$ cat config.mk
export PLATFORM = sky130hd
export DESIGN_NAME = xfer_mask_acc
export DESIGN_NICKNAME = d
export VERILOG_FILES = /design/src/rtl/xm_pkg.sv /design/src/rtl/xm_ctrl.sv /design/src/rtl/xm_datapath.sv /design/src/rtl/xm_flags.sv /design/src/rtl/xfer_mask_acc.sv
export SDC_FILE = /design/constraint.sdc
export NUM_CORES = 1
export LEC_CHECK = 0
export ABC_CLOCK_PERIOD_IN_PS = 3200
export BUFFER_PORTS_ARGS = -buffer_cell sky130_fd_sc_hd__buf_4
export CAP_MARGIN = 20
export CORE_ASPECT_RATIO = 0.6
export CORE_MARGIN = 2
export CORE_UTILIZATION = 40
export CTS_CLUSTER_DIAMETER = 100
export DETAILED_ROUTE_END_ITERATION = 8
export GPL_TIMING_DRIVEN = 0
export PLACE_DENSITY = 0.79
export SLEW_MARGIN = 20
export SYNTH_ARGS = -nofsm -noshare
export SYNTH_HDL_FRONTEND = slang
export SYNTH_HIERARCHICAL = 1
export SYNTH_SLANG_ARGS = --single-unit
$ cat constraint.sdc
create_clock -name clk -period 3.2 [get_ports clk]
set_clock_uncertainty 0.15 [all_clocks]
set_input_delay 0.64 -clock clk [delete_from_list [all_inputs] [get_ports clk]]
set_output_delay 0.64 -clock clk [all_outputs]
set_load 0.005 [all_outputs]
$ cat src/rtl/xm_pkg.sv
package xm_pkg;

    typedef enum logic [1:0] {
        ST_IDLE = 2'd0,
        ST_READ = 2'd1,
        ST_DONE = 2'd2
    } xm_state_e;

    typedef struct packed {
        logic load;
        logic merge;
        logic stall;
        logic commit;
    } xm_ctl_t;

endpackage

$ cat src/rtl/xm_ctrl.sv
module xm_ctrl
    import xm_pkg::*;
(
    input  logic      clk,
    input  logic      rst_n,
    input  logic      start,
    input  logic      ready,
    output xm_state_e state,
    output xm_ctl_t   ctl,
    output logic      done
);

    xm_state_e state_nxt;

    always_comb begin
        state_nxt = state;
        unique case (state)
            ST_IDLE: if (start) state_nxt = ST_READ;
            ST_READ: if (ready) state_nxt = ST_DONE;
            ST_DONE: state_nxt = ST_IDLE;
            default: state_nxt = ST_IDLE;
        endcase
    end

    always_ff @(posedge clk or negedge rst_n) begin
        if (!rst_n) state <= ST_IDLE;
        else        state <= state_nxt;
    end

    always_comb begin
        ctl  = '0;
        done = 1'b0;
        unique case (state)
            ST_IDLE: ctl.load = start;
            ST_READ: begin
                ctl.merge  = 1'b1;
                ctl.stall  = !ready;
                ctl.commit = ready;
            end
            ST_DONE: done = 1'b1;
            default: ;
        endcase
    end

endmodule

$ cat src/rtl/xm_datapath.sv
module xm_datapath
    import xm_pkg::*;
#(
    parameter int           W            = 8,
    parameter logic [W-1:0] DIRECT_MASK  = 8'h11,
    parameter logic [W-1:0] CLEAR_MASK   = 8'h10,
    parameter bit           CLR_ON_STALL = 1'b0
) (
    input  logic         clk,
    input  logic         rst_n,
    input  xm_ctl_t      ctl,
    input  logic [W-1:0] a_in,
    input  logic [W-1:0] x_in,
    input  logic [W-1:0] magic_in,
    input  logic [W-1:0] bus_byte,
    output logic [W-1:0] result_nxt,
    output logic [W-1:0] acc_out
);

    logic [W-1:0] work;
    logic [W-1:0] seed;

    assign seed = (a_in | magic_in) & x_in;

    for (genvar i = 0; i < W; i++) begin : g_bit
        if (DIRECT_MASK[i]) begin : g_direct
            logic clr_i;
            assign clr_i = CLR_ON_STALL && CLEAR_MASK[i] && ctl.stall;
            assign result_nxt[i] = ctl.load  ? seed[i] :
                                   ctl.merge ? (work[i] & bus_byte[i] & !clr_i) :
                                               work[i];
        end else begin : g_adjust
            assign result_nxt[i] = ctl.load  ? seed[i] :
                                   ctl.merge ? (work[i] & bus_byte[i]) :
                                               work[i];
        end
    end

    always_ff @(posedge clk or negedge rst_n) begin
        if (!rst_n) begin
            work    <= '0;
            acc_out <= '0;
        end else begin
            work <= result_nxt;
            if (ctl.commit) acc_out <= result_nxt;
        end
    end

endmodule

$ cat src/rtl/xm_flags.sv
module xm_flags #(
    parameter int W = 8
) (
    input  logic         clk,
    input  logic         rst_n,
    input  logic         commit,
    input  logic [W-1:0] value,
    output logic         neg_flag,
    output logic         zero_flag
);

    always_ff @(posedge clk or negedge rst_n) begin
        if (!rst_n) begin
            neg_flag  <= 1'b0;
            zero_flag <= 1'b0;
        end else if (commit) begin
            neg_flag  <= value[W-1];
            zero_flag <= (value == '0);
        end
    end

endmodule

$ cat src/rtl/xfer_mask_acc.sv
module xfer_mask_acc
    import xm_pkg::*;
#(
    parameter int W            = 8,
    parameter bit CLR_ON_STALL = 1'b0
) (
    input  logic         clk,
    input  logic         rst_n,
    input  logic         start,
    input  logic         ready,
    input  logic [W-1:0] bus_byte,
    input  logic [W-1:0] a_in,
    input  logic [W-1:0] x_in,
    input  logic [W-1:0] magic_in,
    output logic [W-1:0] acc_out,
    output logic         neg_flag,
    output logic         zero_flag,
    output logic         done
);

    localparam logic [W-1:0] DIRECT_MASK = W'(8'h11);
    localparam logic [W-1:0] CLEAR_MASK  = W'(8'h10);

    xm_state_e    state;
    xm_ctl_t      ctl;
    logic [W-1:0] result_nxt;

    xm_ctrl u_ctrl (
        .clk   (clk),
        .rst_n (rst_n),
        .start (start),
        .ready (ready),
        .state (state),
        .ctl   (ctl),
        .done  (done)
    );

    xm_datapath #(
        .W            (W),
        .DIRECT_MASK  (DIRECT_MASK),
        .CLEAR_MASK   (CLEAR_MASK),
        .CLR_ON_STALL (CLR_ON_STALL)
    ) u_dp (
        .clk        (clk),
        .rst_n      (rst_n),
        .ctl        (ctl),
        .a_in       (a_in),
        .x_in       (x_in),
        .magic_in   (magic_in),
        .bus_byte   (bus_byte),
        .result_nxt (result_nxt),
        .acc_out    (acc_out)
    );

    xm_flags #(.W(W)) u_flags (
        .clk       (clk),
        .rst_n     (rst_n),
        .commit    (ctl.commit),
        .value     (result_nxt),
        .neg_flag  (neg_flag),
        .zero_flag (zero_flag)
    );

endmodule

==> Yosys cells after proc, flatten, opt, wreduce, memory -nomap -nowiden <==
Index checks and enable logic that the tools add are counted.
{ "totals": {"regBits": 20, "output_inout_bits": 11, "wordCells": 45} }
{ "op_classes": {"eq_ne": 4, "mux": 22, "bitwise_logic": 10, "reduce_logical": 4} }
{ "op_table": {"columns": ["cell", "count"], "rows": [
  ["$mux 1", 18],
  ["$and 1x1->1", 8],
  ["$and 8x8->8", 1],
  ["$logic_not 8->1", 1],
  ["$or 8x8->8", 1],
  ["$mux 2", 2],
  ["$ne 2x2->1 const B", 2],
  ["$pmux 2 s2", 1],
  ["$mux 3", 1],
  ["$eq 2x1->1 const B", 1],
  ["$eq 2x2->1 const B", 1],
  ["$logic_not 2->1", 1],
  ["$reduce_and 2->1", 1],
  ["$logic_not 1->1", 1]
]} }

==> Longest topological paths before layout <==
{ "logic_depth": {"ltp_word": 5, "ltp_mapped": 7, "depth_no_buf": 6} }

==> Cells and area by module <==
The synthesis kept the hierarchy.
{ "modules_own_cells": {"columns": ["module", "instances", "cells_each", "area_each_um2", "seq_area_each_um2"], "rows": [
  ["xm_datapath", 1, 67, 704.4, 400.4],
  ["xm_ctrl", 1, 12, 125.1, 50.0],
  ["xm_flags", 1, 8, 98.8, 50.0]
]} }

==> Worst setup path before layout <==
OpenSTA, ideal clock, no wires.
{ "synth_path": {"kind": "input to register", "from": "in start", "to": "reg u_flags.zero_flag", "t_arrival_ps": 1811, "required_time_ps": 2983, "slack_ps": 1172, "cell_stages": 6, "path_cell_list": "nor3b_1 > buf_6 > nand3b_1 > nand2_1 > nor4b_2 > a32o_1"} }
{ "synth_between": {"elab_chain_cells": 3} }
{ "synth_rtl": {"columns": ["item", "line", "rtl"], "rows": [
  ["from (decl)", "xfer_mask_acc.sv:9", "input logic start,"],
  ["$mux 1", "xm_ctrl.sv:33", "unique case (state)"],
  ["$mux 1", "xm_datapath.sv:33", "assign result_nxt[i] = ctl.load ? seed[i] :"],
  ["via result_nxt[3]", "xfer_mask_acc.sv:26", "logic [W-1:0] result_nxt;"],
  ["$logic_not 8->1", "xm_flags.sv:18", "zero_flag <= (value == '0);"],
  ["to (signal assigned)", "xm_flags.sv:18", null],
  ["to (decl)", "xm_flags.sv:9", "output logic zero_flag"]
]} }
The timed path passes the listed nets, and every way through them passes these cells.
A chain may end at the register's enable or synchronous reset.

==> metrics <==
status=finished clean; routed vias/inst=5.02; startpoint types=primary input; Setup WS pre-CTS=~0.66 ns; CTS tree=built; critical path class=primary input to flop; hold_buf cts=0; ANT nets after route=0; RSZ-0062 raised after global routing=false; Die Area=between 2000 and 3000 um^2; worst hold path type=primary input to asynchronous set/reset pin; sw frac=29.0%; syn_area_per_cell=approximately 11 um^2; H-tree lvl count=1; Clock power frac=between 20% and 30%; Worst-Margin Slew=0.826 ns; number of antenna cells inserted=0; 1st-iter DRT viols=between 50 and 60; Nets=~170; commonest non-fill, non-tap cell in the layout=buf_4; fmax=approximately 430 MHz; Critical Path, Cell by Cell=buf_4 -> nor3b_1 -> buf_6 -> nand3b_1 -> nand2_1 -> nor4b_2 -> a32o_1; Critical Path End Type=flop; DIE HEIGHT=slightly above 40 um; die width=65.9 um; Root Buffer=clkbuf_8; Final Setup Violations=0; share of cells above drive strength 1=42.6%; Total GRT Usage=between 15 and 20%; Critical Path RT=~3.3 ns; max-cap viol count=0; TNS Setup=0 ns; Fin Hold WS=between 0.09 and 0.1 ns; Mapped Cells=86; Area Overhead vs Synth=49.3%; clk slew on worst S/H paths=roughly 0.080 ns; CTS Buf Count=3; io pins=47; final worst slack=0.875 ns; pin count of the biggest net entering global routing=21; first-pass GRT wire length=3.42 mm; Initial Util=a little over two fifths; # rows=13; Remaining Overflow, GRT=0; synth warn=6; Mapped Nets=about 120; Seq pwr share=between 40% and 50%; worst rel slew slack=between 40% and 50%; Pint=about 710 uW; Clock Path Buffers=2; Worst-Skew Late Latency=0.26 ns; fin cells=166; Fill cells=between 150 and 200; post-cts resize count=0; Max rail drop VDD=0.300 mV; final wirelength=around 2.3 mm; worst-path maximum fanout=10; DR WL/cell=about 14 um; vias in the first global route=slightly below 800; Slew Limit Fails=0; post-detail-place hpwl=1.73 mm; PwrDens=roughly 730 nW/um^2; PortBufs=between 40 and 50; NetSw=292 uW; Synth Cell Area=921 um^2; Tot Pwr=between 1000 and 1500 uW; Final Hold Viols=0; WP data arrival=roughly 2.4 ns; core area=approximately 2200 um^2; Setup Buffers After CTS=0; placed insts=between 150 and 200; period utilization=between 70 and 80%; Vias=between 800 and 900; largest stage delay on the critical path=0.67 ns; Residual DRC=0; TritonRoute pass-1 iters=4; combinational power share=around a third; CP max-delay cell=nor3b_1; clock sinks=20; initial antenna violation count=0; leak pwr=approximately 0.00068 uW; gp weighted congestion=0.744; crit path time final=about 2.3 ns; commonest non-fill, non-tap cells in the layout=buf_4, dfrtp_1, nand2b_1
worst paths after layout:
check	from	endpoint	slack (ns)	cells after the start
setup / recovery	start	u_flags/zero_flag	0.88	7
hold / removal	rst_n	u_dp/acc_out[4]	0.1	1
setup reg to reg	u_ctrl/state[1]	u_flags/zero_flag	0.89	6
hold reg to reg	u_flags/zero_flag	u_flags/zero_flag	0.36	1
max in group asynchronous	rst_n	u_dp/acc_out[0]	2.58	1
min in group clk	u_flags/zero_flag	u_flags/zero_flag	0.36	1
worst max-delay path: cells and delay by family:
kind | cells | cell delay [ns]
AND/OR/NAND/NOR | 4 | 1.21
buffers and inverters | 2 | 0.32
AO/OA/AOI/OAI | 1 | 0.20
power groups by stage:
stage / Combinational, uW / Clock, uW / Sequential (uW)
2_1_floorplan: 172 / 0 / 404
3_3_place_gp: 347 / 0 / 402
3_5_place_dp: 355 / 0 / 408
4_1_cts: 357 / 252 / 404
5_1_grt: 393 / 265 / 415
6_report: 354 / 249 / 403
state kept, by name, summed over array words and instances, names as in the netlist:
register / flops
u_dp/acc_out: 8
u_dp/work: 8
u_ctrl/state: 2
u_flags/neg_flag: 1
u_flags/zero_flag: 1
layout make-up:
type                            count  area (um^2)  share of cell area (%)
Buffer                              4         31.3                    2.27
Timing Repair Buffer               46          345                    25.1
Multi-Input combinational cell     61          385                    28.0
Clock buffer                        3         41.3                    3.00
Inverter                            1         3.75                   0.273
Tap cell                           30         37.5                    2.73
Clock inverter                      1         30.0                    2.18
Sequential cell                    20          500                    36.4
per-stage QoR:
step                instance area [um^2]  utilization (%)
CTS                                 1380             63.1
detailed placement                  1300             59.8
finish                              1380             63.1
floorplan                            921                -
global route                        1380             63.1
global placement                    1300             59.8
metal layers:
layer | vias up | track usage, % | wire [um]
li1 | 404 | - | -
met1 | 390 | 24.2 | 1070
met2 | 40 | 28.8 | 1010
met3 | 0 | 6.32 | 210
met4 | 0 | 4.59 | 0
met5 | - | 0 | 0
(Power assumes the default switching activity.)
